<file path="src/rtl/rs_enc_pkg.sv">
// Package: shared types and GF(2^8) helpers for the outer encoder.
// Assumes an 8-bit symbol; the field polynomial and root offset are passed
// in so the arithmetic can be reused with other parameter sets.
package rs_enc_pkg;

    localparam int SYM_W      = 8;
    localparam int RS_NPAR    = 16;
    localparam int RS_DLEN    = 188;
    localparam int RS_POLY    = 'h11D;
    localparam int RS_ROOT0   = 0;
    localparam int MAX_NPAR   = 63;

    typedef logic [SYM_W-1:0] sym_t;

    typedef enum logic {
        PH_DATA   = 1'b0,
        PH_PARITY = 1'b1
    } phase_e;

    // Field product: shift-and-add with reduction by the field polynomial.
    function automatic sym_t gf_mul(input sym_t a, input sym_t b, input int poly);
        sym_t acc;
        sym_t red;
        logic hi;
        red = sym_t'(poly);
        acc = '0;
        for (int i = SYM_W - 1; i >= 0; i--) begin
            hi  = acc[SYM_W-1];
            acc = acc << 1;
            if (hi) acc = acc ^ red;
            if (b[i]) acc = acc ^ a;
        end
        return acc;
    endfunction

    // Power of the primitive element 0x02.
    function automatic sym_t gf_alpha_pow(input int e, input int poly);
        sym_t r;
        r = sym_t'(1);
        for (int i = 0; i < e; i++) r = gf_mul(r, sym_t'(2), poly);
        return r;
    endfunction

    // Coefficient k of the monic generator built from npar consecutive roots.
    function automatic sym_t gen_coef(input int k, input int npar,
                                      input int root0, input int poly);
        sym_t c [0:MAX_NPAR];
        sym_t rt;
        for (int j = 0; j <= MAX_NPAR; j++) c[j] = '0;
        c[0] = sym_t'(1);
        for (int i = 0; i < npar; i++) begin
            rt = gf_alpha_pow(root0 + i, poly);
            for (int j = MAX_NPAR; j >= 1; j--) c[j] = c[j-1] ^ gf_mul(c[j], rt, poly);
            c[0] = gf_mul(c[0], rt, poly);
        end
        return c[k];
    endfunction

endpackage

</file>
<file path="src/rtl/rs_gf_cmul.sv">
// Module: multiplies a symbol by a fixed field constant.
// Assumes COEF is elaboration-time constant; the result is a pure XOR network.
module rs_gf_cmul
    import rs_enc_pkg::*;
#(
    parameter sym_t COEF       = sym_t'(1),
    parameter int   FIELD_POLY = RS_POLY
) (
    input  sym_t x,
    output sym_t y
);

    // Constant multiply, folded by the tool into XOR gates.
    always_comb y = gf_mul(x, COEF, FIELD_POLY);

endmodule

</file>
<file path="src/rtl/rs_parity_lfsr.sv">
// Module: parity register bank performing systematic division by g(x).
// Assumes load and shift are never high together; clear is only used
// together with load and discards the previous remainder.
module rs_parity_lfsr
    import rs_enc_pkg::*;
#(
    parameter int NPAR       = RS_NPAR,
    parameter int FIELD_POLY = RS_POLY,
    parameter int FIRST_ROOT = RS_ROOT0
) (
    input  logic clk,
    input  logic rst_n,
    input  logic load,
    input  logic clear,
    input  logic shift,
    input  sym_t din,
    output sym_t par_top
);

    sym_t par_q [NPAR];
    sym_t prod  [NPAR];
    sym_t fb;

    // Feedback symbol: incoming byte plus the current highest remainder term.
    always_comb fb = din ^ (clear ? sym_t'(0) : par_q[NPAR-1]);

    // One constant multiplier per generator coefficient.
    for (genvar g = 0; g < NPAR; g++) begin : g_tap
        rs_gf_cmul #(
            .COEF       (gen_coef(g, NPAR, FIRST_ROOT, FIELD_POLY)),
            .FIELD_POLY (FIELD_POLY)
        ) u_mul (
            .x (fb),
            .y (prod[g])
        );
    end

    // Division step on each accepted byte, or plain shift-out of the parity.
    always_ff @(posedge clk) begin
        if (!rst_n) begin
            for (int i = 0; i < NPAR; i++) par_q[i] <= '0;
        end else if (load) begin
            par_q[0] <= prod[0];
            for (int i = 1; i < NPAR; i++)
                par_q[i] <= (clear ? sym_t'(0) : par_q[i-1]) ^ prod[i];
        end else if (shift) begin
            par_q[0] <= '0;
            for (int i = 1; i < NPAR; i++) par_q[i] <= par_q[i-1];
        end
    end

    // The highest-order remainder term is the next parity byte to send.
    always_comb par_top = par_q[NPAR-1];

endmodule

</file>
<file path="src/rtl/rs_seq_ctrl.sv">
// Module: packet sequencer; counts data bytes, then parity bytes.
// Assumes downstream back-pressure is applied through out_ready and that
// in_sop realigns the byte count to zero when accepted.
module rs_seq_ctrl
    import rs_enc_pkg::*;
#(
    parameter int DATA_LEN = RS_DLEN,
    parameter int NPAR     = RS_NPAR
) (
    input  logic clk,
    input  logic rst_n,
    input  logic in_valid,
    input  logic in_sop,
    input  logic out_ready,
    output logic in_ready,
    output logic data_phase,
    output logic load,
    output logic clear,
    output logic shift,
    output logic first_byte,
    output logic last_par
);

    localparam int CNT_W = $clog2(DATA_LEN);
    localparam int PID_W = $clog2(NPAR);
    localparam logic [CNT_W-1:0] LAST_DATA = CNT_W'(DATA_LEN - 1);
    localparam logic [PID_W-1:0] LAST_PAR  = PID_W'(NPAR - 1);

    phase_e           phase_q;
    logic [CNT_W-1:0] cnt_q;
    logic [CNT_W-1:0] byte_idx;
    logic [PID_W-1:0] pidx_q;
    logic             accept;

    // Handshake decode and per-cycle strobes for the parity bank.
    always_comb begin
        data_phase = (phase_q == PH_DATA);
        in_ready   = data_phase && out_ready;
        accept     = in_valid && in_ready;
        byte_idx   = in_sop ? '0 : cnt_q;
        load       = accept;
        clear      = accept && in_sop;
        shift      = !data_phase && out_ready;
        first_byte = data_phase && (in_sop || (cnt_q == '0));
        last_par   = !data_phase && (pidx_q == LAST_PAR);
    end

    // Phase and counter update.
    always_ff @(posedge clk) begin
        if (!rst_n) begin
            phase_q <= PH_DATA;
            cnt_q   <= '0;
            pidx_q  <= '0;
        end else if (data_phase) begin
            if (accept) begin
                if (byte_idx == LAST_DATA) begin
                    phase_q <= PH_PARITY;
                    cnt_q   <= '0;
                end else begin
                    cnt_q   <= byte_idx + 1'b1;
                end
            end
        end else if (out_ready) begin
            if (pidx_q == LAST_PAR) begin
                phase_q <= PH_DATA;
                pidx_q  <= '0;
            end else begin
                pidx_q  <= pidx_q + 1'b1;
            end
        end
    end

endmodule

</file>
<file path="src/rtl/rs_outer_enc.sv">
// Module: top of the (204,188) outer encoder.
// Assumes scrambled 188-byte packets; emits each one followed by 16 parity
// bytes, with leading zero symbols of the full-length code left implicit.
module rs_outer_enc
    import rs_enc_pkg::*;
#(
    parameter int DATA_LEN   = RS_DLEN,
    parameter int NPAR       = RS_NPAR,
    parameter int FIELD_POLY = RS_POLY,
    parameter int FIRST_ROOT = RS_ROOT0
) (
    input  logic             clk,
    input  logic             rst_n,
    input  logic             in_valid,
    output logic             in_ready,
    input  logic [SYM_W-1:0] in_data,
    input  logic             in_sop,
    output logic             out_valid,
    input  logic             out_ready,
    output logic [SYM_W-1:0] out_data,
    output logic             out_sop,
    output logic             out_eop
);

    logic data_phase;
    logic load;
    logic clear;
    logic shift;
    logic first_byte;
    logic last_par;
    sym_t par_top;

    rs_seq_ctrl #(
        .DATA_LEN (DATA_LEN),
        .NPAR     (NPAR)
    ) u_ctrl (
        .clk        (clk),
        .rst_n      (rst_n),
        .in_valid   (in_valid),
        .in_sop     (in_sop),
        .out_ready  (out_ready),
        .in_ready   (in_ready),
        .data_phase (data_phase),
        .load       (load),
        .clear      (clear),
        .shift      (shift),
        .first_byte (first_byte),
        .last_par   (last_par)
    );

    rs_parity_lfsr #(
        .NPAR       (NPAR),
        .FIELD_POLY (FIELD_POLY),
        .FIRST_ROOT (FIRST_ROOT)
    ) u_lfsr (
        .clk     (clk),
        .rst_n   (rst_n),
        .load    (load),
        .clear   (clear),
        .shift   (shift),
        .din     (in_data),
        .par_top (par_top)
    );

    // Output select: pass-through in the data phase, remainder afterwards.
    always_comb begin
        out_valid = data_phase ? in_valid : 1'b1;
        out_data  = data_phase ? in_data  : par_top;
        out_sop   = first_byte;
        out_eop   = last_par;
    end

endmodule

</file>
<file path="config.mk">
export PLATFORM = sky130hd
export DESIGN_NAME = rs_outer_enc
export DESIGN_NICKNAME = d
export VERILOG_FILES = /design/src/rtl/rs_enc_pkg.sv /design/src/rtl/rs_gf_cmul.sv /design/src/rtl/rs_parity_lfsr.sv /design/src/rtl/rs_seq_ctrl.sv /design/src/rtl/rs_outer_enc.sv
export SDC_FILE = /design/constraint.sdc
export NUM_CORES = 1
export LEC_CHECK = 0
export BUFFER_PORTS_ARGS = -buffer_cell sky130_fd_sc_hd__buf_2
export CAP_MARGIN = 15
export CELL_PAD_IN_SITES_DETAIL_PLACEMENT = 0
export CELL_PAD_IN_SITES_GLOBAL_PLACEMENT = 1
export CORE_MARGIN = 3
export CORE_UTILIZATION = 40
export CTS_BUF_LIST = sky130_fd_sc_hd__clkbuf_2
export DETAILED_ROUTE_END_ITERATION = 7
export PLACE_DENSITY_LB_ADDON = 0.1
export REMOVE_ABC_BUFFERS = 1
export SYNTH_ARGS = -nofsm -noshare
export SYNTH_HDL_FRONTEND = slang
export SYNTH_SLANG_ARGS = --single-unit
</file>
<file path="constraint.sdc">
create_clock -name clk -period 3.31 [get_ports clk]
set_input_delay 0.1655 -clock clk [delete_from_list [all_inputs] [get_ports clk]]
set_output_delay 0.1655 -clock clk [all_outputs]
set_load 0.05 [all_outputs]
</file>
Yosys cells after proc, flatten, opt, wreduce, memory -nomap -nowiden

Memory sizes are Yosys's and may differ from the RTL's.
Index checks and enable logic that the tools add are counted.

Flip-flop bits (word level): 13
Input port bits: 13
Logic and storage cells: 227
Bits in writable memories: 128
Memories: 1

Memories:

| name         | depth | bits a word | rd ports | clocked after memory_dff | wr ports | line                 | RTL |
|---|---|---|---|---|---|---|---|
| u_lfsr.par_q | 16    | 8           | 16       | 0                        | 16       | rs_parity_lfsr.sv:20 | `sym_t par_q [NPAR];` |

Eq/ne operators: 2
Add/sub/neg operators: 2
Reduce and logical (&&, ||, !) cells: 10
Bitwise gates (word level): 107
Muxes and demuxes: 102

Operator list:

| operator                                     | number |
|---|---|
| two-way mux 8 bit                            | 51 |
| XOR 8 bit                                    | 38 |
| two-way mux 5 bit                            | 36 |
| inverter 4 bit                               | 36 |
| bitwise OR 1 bit                             | 32 |
| two-way mux 1 bit                            | 14 |
| adder 8 x 1 -> 8 bit (second input constant) | 1 |
| == test 8 bit (second input constant)        | 1 |
| logical NOT 8 bit                            | 1 |
| logical AND 1 bit                            | 6 |
| adder 4 x 1 -> 4 bit (second input constant) | 1 |
| == test 4 bit (second input constant)        | 1 |
| two-way mux 4 bit                            | 1 |
| AND reduction 2 bit                          | 2 |
| logical OR 1 bit                             | 1 |
| inverter 1 bit                               | 1 |

Longest topological paths before layout

Gate-level depths: netlist of run 1.

Depth after elaboration: 28
Depth in mapped cells: 12
Mapped depth without buffers: 9

Hierarchy

From an unflattened synthesis of run 1, not the netlist that was laid out.

Cells, all modules: 1185
Area, all modules: 11718.7 µm²

By module, submodules not included:

| module                                 | times used | area an instance (µm²) | cells an instance |
|---|---|---|---|
| rs_parity_lfsr                         | 1          | 7887.6                 | 833 |
| rs_seq_ctrl                            | 1          | 789.5                  | 96 |
| rs_gf_cmul (u_lfsr.g_tap[0].u_mul ...) | 2          | 201.4                  | 17 |
| rs_gf_cmul (u_lfsr.g_tap[4].u_mul)     | 1          | 275.3                  | 17 |
| rs_gf_cmul (u_lfsr.g_tap[10].u_mul)    | 1          | 262.8                  | 16 |
| rs_gf_cmul (u_lfsr.g_tap[7].u_mul)     | 1          | 221.5                  | 14 |
| rs_gf_cmul (u_lfsr.g_tap[12].u_mul)    | 1          | 219.0                  | 19 |
| rs_gf_cmul (u_lfsr.g_tap[3].u_mul)     | 1          | 197.7                  | 16 |
| rs_gf_cmul (u_lfsr.g_tap[13].u_mul)    | 1          | 185.2                  | 17 |
| rs_gf_cmul (u_lfsr.g_tap[14].u_mul)    | 1          | 175.2                  | 16 |
| rs_gf_cmul (u_lfsr.g_tap[9].u_mul)     | 1          | 175.2                  | 18 |
| rs_gf_cmul (u_lfsr.g_tap[1].u_mul)     | 1          | 173.9                  | 15 |
| rs_gf_cmul (u_lfsr.g_tap[11].u_mul)    | 1          | 138.9                  | 14 |
| rs_gf_cmul (u_lfsr.g_tap[5].u_mul)     | 1          | 138.9                  | 15 |
| +4 rows                                | --         | --                     | -- |

Least setup slack after synthesis of run 1

OpenSTA, ideal clock, no wires.

Path kind: register to register
Start point: reg u_ctrl.phase_q
End point: mem u_lfsr.par_q[0][0] (netlist name) (enable)
Data arrival time: 3.199 ns
Cell stages (with the launch flop): 6
Period minus slack after synthesis: 3.632 ns
Path slack: -0.322 ns
Cell sequence: dfxtp_1 > buf_4 > nor2b_1 > nand2_1 > clkbuf_1 > nand3_1

RTL lines:

| item                   | line                 | RTL |
|---|---|---|
| start, declared        | rs_seq_ctrl.sv:29    | `phase_e phase_q;` |
| start signal, assigned | rs_seq_ctrl.sv:51    | `phase_q <= PH_DATA;` |
| start signal, assigned | rs_seq_ctrl.sv:57    | `phase_q <= PH_PARITY;` |
| start signal, assigned | rs_seq_ctrl.sv:65    | `phase_q <= PH_DATA;` |
| end, declared          | rs_parity_lfsr.sv:20 |  |

==> results.toml, run 1 <==
[synthesis]
syn_area_um2 = 10100
synthTopCellsByArea = "edfxtp_1 38%, xnor3_1 6.5%, a21oi_1 5.1%, xnor2_1 4.2%, o21ai_0 3.9%"
synth_edf_count = 128
synthArstFlopShare_pct = 0
seq_area_frac_synth_pct = 40.5
synth_top_area_cell = "edfxtp_1"
synth_top_area_share_pct = 38.0
yosys_most_used_dff = "edfxtp_1"
ys.warnings.count = 0
synth_common_cells = "128 x edfxtp_1, 103 x a21oi_1, 92 x nand2_1"
synth-seq-cells = 141
netlist_instances = 1018
synth.avg_cell_area_um2 = 9.94
yosysMostFrequentCell = "edfxtp_1"
yosys.cell_types.count = 74

[global_route]
track_usage_pct = 24.1
grt_start_max_net_pins = 62
grt_pass1_vias = 7612
antenna_found_initial = 1
grt_first_pass_wirelength_um = 48900
gr-total-overflow = 0

[setup_path]
r2r_slack_ns = 0.18
critPathArrivalTime_ns = 3.67
cp-start-kind = "register"
cp-end-kind = "register"
rr_endpoint = "u_lfsr.par_q[10][4]"
reg2reg_from = "u_ctrl.phase_q"
cp_max_fo = 26
worst_ep_required_time_ns = 3.85
reg2regPathDepth = 10
path_class = "register to register"

[placement]
place_congestion = 0.941
dp_hpwl_um = 22600
port_buffers = 24

[layout]
area_growth_pct = 10.4
fill_cells = 2354
layout.nets = 1065
final_core_util_pct = 45.4
layout-drive-gt1-share_pct = 18.3
ff_latch_area_um2 = 4100
multi_input_area_um2 = 5640

[hold_path]
hold_path_depth = 6
worstHoldStart = "in_sop"
holdPathEnd = "u_ctrl.cnt_q[4]"
hold_path.class = "primary input to register"

[cts]
cts_buffer_depth = 2
clk_pin_slew_ns = 0.23
cts_buffers = 17
clock_latency_ns = 0.73
cts_setup_buffers = 0
cts_tree = "yes"
htreeDepth = 4
cts.sink_count = 141
cts_root_buf = "clkbuf_2"

[floorplanning]
die-area_um2 = 27200
core_um2 = 24600
num_rows = 57
ioPinCount = 25
die_y_um = 165
start_util_pct = 41.1
die_width_um = 165

[sta]
rsz0062_at_grt = "no"
fin_crit_ns = 3.13
skew_ns = 0.0492
fmaxAchievable_mhz = 320
max_slew_margin_pct = 47.6
period_share_pct = 94.5
setup_viol = 0
hold_violations = 0
tns_ns = 0
slew_viol_final = 0
worst_pin_slew_ns = 0.786

[power]
power_leakage_nw = 4.25
vdd_drop_max_v = 0.000334
power_density_nw_per_um2 = 925

[detailed_routing]
num_vias = 8265
dr.first_iter.drc_count = 858
dr.pass1.iters = 8
wl_met2_um = 14700
viasPerCell = 5.95
drtAntennaViolNets = 0
routed.top_layer = "met4"
route.detailed.drc = 1
met3WireLength_um = 1460
wirelength_met1_um = 15300
post_drt_wl_per_cell_um = 23.3
routed_wl_um = 32400

[flow_run]
drv_cap = 0

[run_status]
status = "finished with violations"
violations = "design-rule violations"
sequential cells by signal, summed over array words and instances (netlist names):
name,cells
u_ctrl.pidx_q,4
u_lfsr.par_q,128
u_ctrl.phase_q,1
u_ctrl.cnt_q,8
area by class of cell:
| cell class | count | area share [%] |
|---|---|---|
| Sequential cell | 141 | 36.7 |
| Tap cell | 324 | 3.63 |
| Clock buffer | 20 | 0.895 |
| Multi-Input combinational cell | 785 | 50.5 |
| Timing Repair Buffer | 89 | 6.07 |
| Inverter | 16 | 0.537 |
| Antenna cell | 1 | 0.0224 |
| Clock inverter | 12 | 1.67 |
cell usage in the layout, fill, tap and decap left out, drive strengths merged, types with 4 or more instances in the layout:
master	n
nand2	93
clkbuf	20
nand3	24
a22oi	19
nor2b	4
edfxtp	128
xnor2	53
a32o	29
bufinv	4
xor2	10
o31ai	4
a21boi	8
o22ai	26
a31oi	7
a21oi	103
or2	8
nor2	93
dfxtp	13
and2	9
and3	4
xnor3	32
a22o	14
a211oi	42
inv	17
nand2b	8
or3	9
a2bb2oi	4
nor3	12
o21ai	94
clkinv	4
o211ai	26
nor4	4
buf	86
mux2	13
worst max path at each step:
stage | slack [ns] | startpoint | end
floorplan | -0.91 | u_ctrl.phase_q | u_lfsr.par_q[13][3]
global placement | 0.16 | out_ready | u_lfsr.par_q[5][3]
detailed placement | 0.17 | u_ctrl.phase_q | u_lfsr.par_q[5][3]
CTS | 0.08 | u_ctrl.phase_q | u_lfsr.par_q[5][3]
global route | 0.04 | u_ctrl.phase_q | u_lfsr.par_q[14][4]
finish | 0.18 | u_ctrl.phase_q | u_lfsr.par_q[10][4]
cell families (layout without fill, tap and decap cells):
kind of cell | Yosys count | after routing | share of synthesized area [%]
AOI/OAI and AO/OA | 394 | 394 | 26.0
and+or+nand+nor | 277 | 277 | 13.9
DFF | 141 | 141 | 40.5
xor gates and xnor gates | 97 | 97 | 13.6
buffers and inverters | 92 | 137 | 4.04
muxes | 15 | 15 | 1.64
adders and majority gates | 2 | 2 | 0.247
other | 0 | 1 | 0
power by group:
part / leakage [nW] / switching [W] / internal [W]
clock network: 0.161 / 0.000722 / 0.000513
logic: 2.63 / 0.00349 / 0.00279
registers: 1.46 / 0.000298 / 0.00252
total: 4.25 / 0.00451 / 0.00583
worst max-delay path, stage by stage, from the launching register on:
cell,delay [ns]
dfxtp_1,0.42
and4b_2,0.28
buf_12,0.18
buf_4,0.17
o21ai_1,0.30
o211ai_1,0.20
buf_4,0.20
a211oi_1,0.42
nor2_1,0.23
xnor3_1,0.28
mux2i_1,0.25
metal layers:
layer | GRT usage (%) | vias to the layer above
met5 | 0 | -
met4 | 8.01 | 0
met3 | 3.52 | 48
met2 | 37.0 | 235
met1 | 35.0 | 4040
li1 | - | 3942
through the flow:
step | cells | power (W) | worst slack [ns] | hold slack [ns] | instance area, um^2
detailed placement | 1352 | 0.00906 | 0.168 | 0.480 | 10900
CTS | 1387 | 0.0103 | 0.0757 | 0.00229 | 11200
finish | 1388 | 0.0103 | 0.180 | 0.0705 | 11200
global placement | 1352 | 0.00907 | 0.162 | 0.472 | 10900
global route | 1388 | 0.0109 | 0.0403 | 0.0195 | 11200
floorplan | 942 | 0.00711 | -0.910 | 0.304 | 9770
repair_timing:
| item | 4_1_cts | 5_1_grt |
|---|---|---|
| setup endpoints to repair | 0 | 2 |
| endpoints found under the hold margin | 12 | 0 |
| resized for setup | 0 | 1 |
| hold buffers | 3 | 0 |
Power figures use the tool's default switching activity.
==> inputs of run 2 (changes only) <==
ABC_AREA = 1   (was not set)
==> results.toml, run 2 <==
[power]
power_leakage_nw = 4.65
swShare_pct = 48.8
clkPwrFrac_pct = 13.7
power.switching_w = 0.00419
intPower_w = 0.00440
power_density_nw_per_um2 = 804
seq_power_share_pct = 31.1
vdd_drop_max_v = 0.000232
total_power_w = 0.00858
comb_power_share_pct = 55.2

[layout]
final_cells = 1637
layout.nets = 1319
area_growth_pct = 8.87
regMostFlops = "u_lfsr.par_q"
fill_cells = 2372
final_common_cell = "nand2_1"
largest_reg_flops = 128
layout_common_cells = "469 x nand2_1, 128 x edfxtp_1, 123 x nand3_1"
reg.largest.list = "u_lfsr.par_q: 128 flops, u_ctrl.cnt_q: 8 flops, u_ctrl.pidx_q: 4 flops"
layout-drive-gt1-share_pct = 12.0

[floorplanning]
die-area_um2 = 26400
core_um2 = 23800
num_rows = 56
die_y_um = 163
ioPinCount = 25
start_util_pct = 41.3
die_width_um = 163

[sta]
hold_violations = 0
tns_ns = 0
worst_pin_slew_ns = 0.972
period_share_pct = 93.1
skew_ns = 0.0491
max_slew_margin_pct = 35.2
rsz0062_at_grt = "no"
setup_viol = 0
holdWs_ns = 0.195
fin_crit_ns = 3.08
slew_viol_final = 0
fmaxAchievable_mhz = 325

[cts]
cts_root_buf = "clkbuf_2"
cts_buffer_depth = 2
clock_latency_ns = 0.75
cts_setup_buffers = 0
cts.sink_count = 141
cts_tree = "yes"
clk_pin_slew_ns = 0.25
htreeDepth = 4
cts_buffers = 17

[detailed_routing]
route.detailed.drc = 0
dr.pass1.iters = 5
num_vias = 8709
routed_wl_um = 31700
dr.first_iter.drc_count = 742
viasPerCell = 5.32
drtAntennaViolNets = 0
post_drt_wl_per_cell_um = 19.4

[hold_path]
hold_path.class = "primary input to register"
hold_path_depth = 5
worstHoldStart = "in_data[3]"
holdPathEnd = "u_lfsr.par_q[11][1]"

[synthesis]
netlist_instances = 1288
yosys.cell_types.count = 44
yosys_most_used_dff = "edfxtp_1"
synth.avg_cell_area_um2 = 7.61
syn_area_um2 = 9800
ys.warnings.count = 0
synth_edf_count = 128
synthArstFlopShare_pct = 0
synth_top_area_share_pct = 39.2
seq_area_frac_synth_pct = 41.9
synth_common_cells = "472 x nand2_1, 128 x edfxtp_1, 123 x nand3_1"
synth_top_area_cell = "edfxtp_1"
yosysMostFrequentCell = "nand2_1"
synthTopCellsByArea = "edfxtp_1 39%, nand2_1 18%, nand3_1 6.3%, xor2_1 4.8%, a21oi_1 4.4%"
synth-seq-cells = 141

[global_route]
grt_pass1_vias = 8012
antenna_found_initial = 1
gr-total-overflow = 0
grt_start_max_net_pins = 92
grt_first_pass_wirelength_um = 48300
track_usage_pct = 24.1

[setup_path]
cp-end-kind = "register"
cp_max_fo = 41
reg2reg_from = "u_ctrl.phase_q"
path_class = "register to register"
critPathArrivalTime_ns = 3.58
reg2regPathDepth = 16
cp-start-kind = "register"
r2r_slack_ns = 0.23
rr_endpoint = "u_lfsr.par_q[15][2]"
worst_ep_required_time_ns = 3.81

[placement]
port_buffers = 24
dp_cells = 1597
dp_hpwl_um = 21600
place_congestion = 0.851

[flow_run]
drv_cap = 0

[run_status]
status = "finished clean"
run 2: worst max-delay path: stages, from the launching register on:
cell     delay [ns]
dfxtp_1        0.38
inv_2          0.07
nand4_4        0.15
buf_12         0.24
nand2_1        0.10
nand2_1        0.07
nand2_2        0.34
nand2_1        0.12
nand2_2        0.26
nand2_1        0.15
nand2_4        0.19
xor2_2         0.29
nand2_1        0.18
nand2_1        0.14
nand2_1        0.05
nand3_1        0.06
nand2_1        0.05
run 2: cell families (layout without fill, tap and decap cells):
group,count (synthesis),in the layout,synth area share (%)
and+or+nand+nor,723,723,31.5
AOI/OAI and AO/OA,199,199,11.3
DFF,141,141,41.9
buffers and inverters,136,165,5.95
xor gates and xnor gates,87,87,9.07
adders and majority gates,2,2,0.255
other,0,1,0
run 2: worst max-delay path by stage:
stage / to / depth (start not counted) / start / slack [ns]
floorplan: u_lfsr.par_q[2][2] / 7 / u_ctrl.phase_q / -3.32
global placement: u_lfsr.par_q[15][2] / 16 / in_sop / 0.18
detailed placement: u_lfsr.par_q[15][2] / 16 / in_sop / 0.17
CTS: u_lfsr.par_q[15][2] / 16 / u_ctrl.phase_q / 0.17
global route: u_lfsr.par_q[15][2] / 16 / u_ctrl.phase_q / 0.05
finish: u_lfsr.par_q[15][2] / 16 / u_ctrl.phase_q / 0.23
run 2: final cells by class:
type / instances / area, um^2 / area share (%)
multi-input combinational: 1011 / 5150 / 48.3
tap: 319 / 399 / 3.74
clock buffer: 19 / 95.1 / 0.891
inverter: 70 / 263 / 2.46
timing repair buffer: 63 / 490 / 4.60
sequential: 141 / 4100 / 38.5
clock inverter: 13 / 164 / 1.54
antenna: 1 / 2.50 / 0.0234
run 2: power groups by stage:
stage,clock (W),combinational (W),sequential (W)
2_1_floorplan,0,0.00330,0.00261
3_3_place_gp,0,0.00464,0.00270
3_5_place_dp,0,0.00468,0.00270
4_1_cts,0.00122,0.00471,0.00267
5_1_grt,0.00128,0.00526,0.00271
6_report,0.00118,0.00474,0.00267
run 2: metrics by stage:
stage                     worst slack (ns)  util (%)  area [um^2]
after detailed placement             0.169      43.5        10300
final                                0.229      44.9        10700
after global routing                0.0536      44.9        10700
after floorplan                      -3.32         -         9480
after global placement               0.179      43.5        10300
after CTS                            0.172      44.8        10600
run 2: repair_timing:
item	CTS	global route
gates resized for setup	0	1
endpoints found under the setup margin	0	1
hold buffers	6	0
hold endpoints to repair	12	0
run 2: metal layers:
metal	global-route usage, %	share of wire, %	vias to the layer above
met5	0	0	-
met4	6.38	2.1	0
met1	35.2	47	4085
met3	4.20	6.1	32
met2	37.0	45	264
li1	-	-	4328
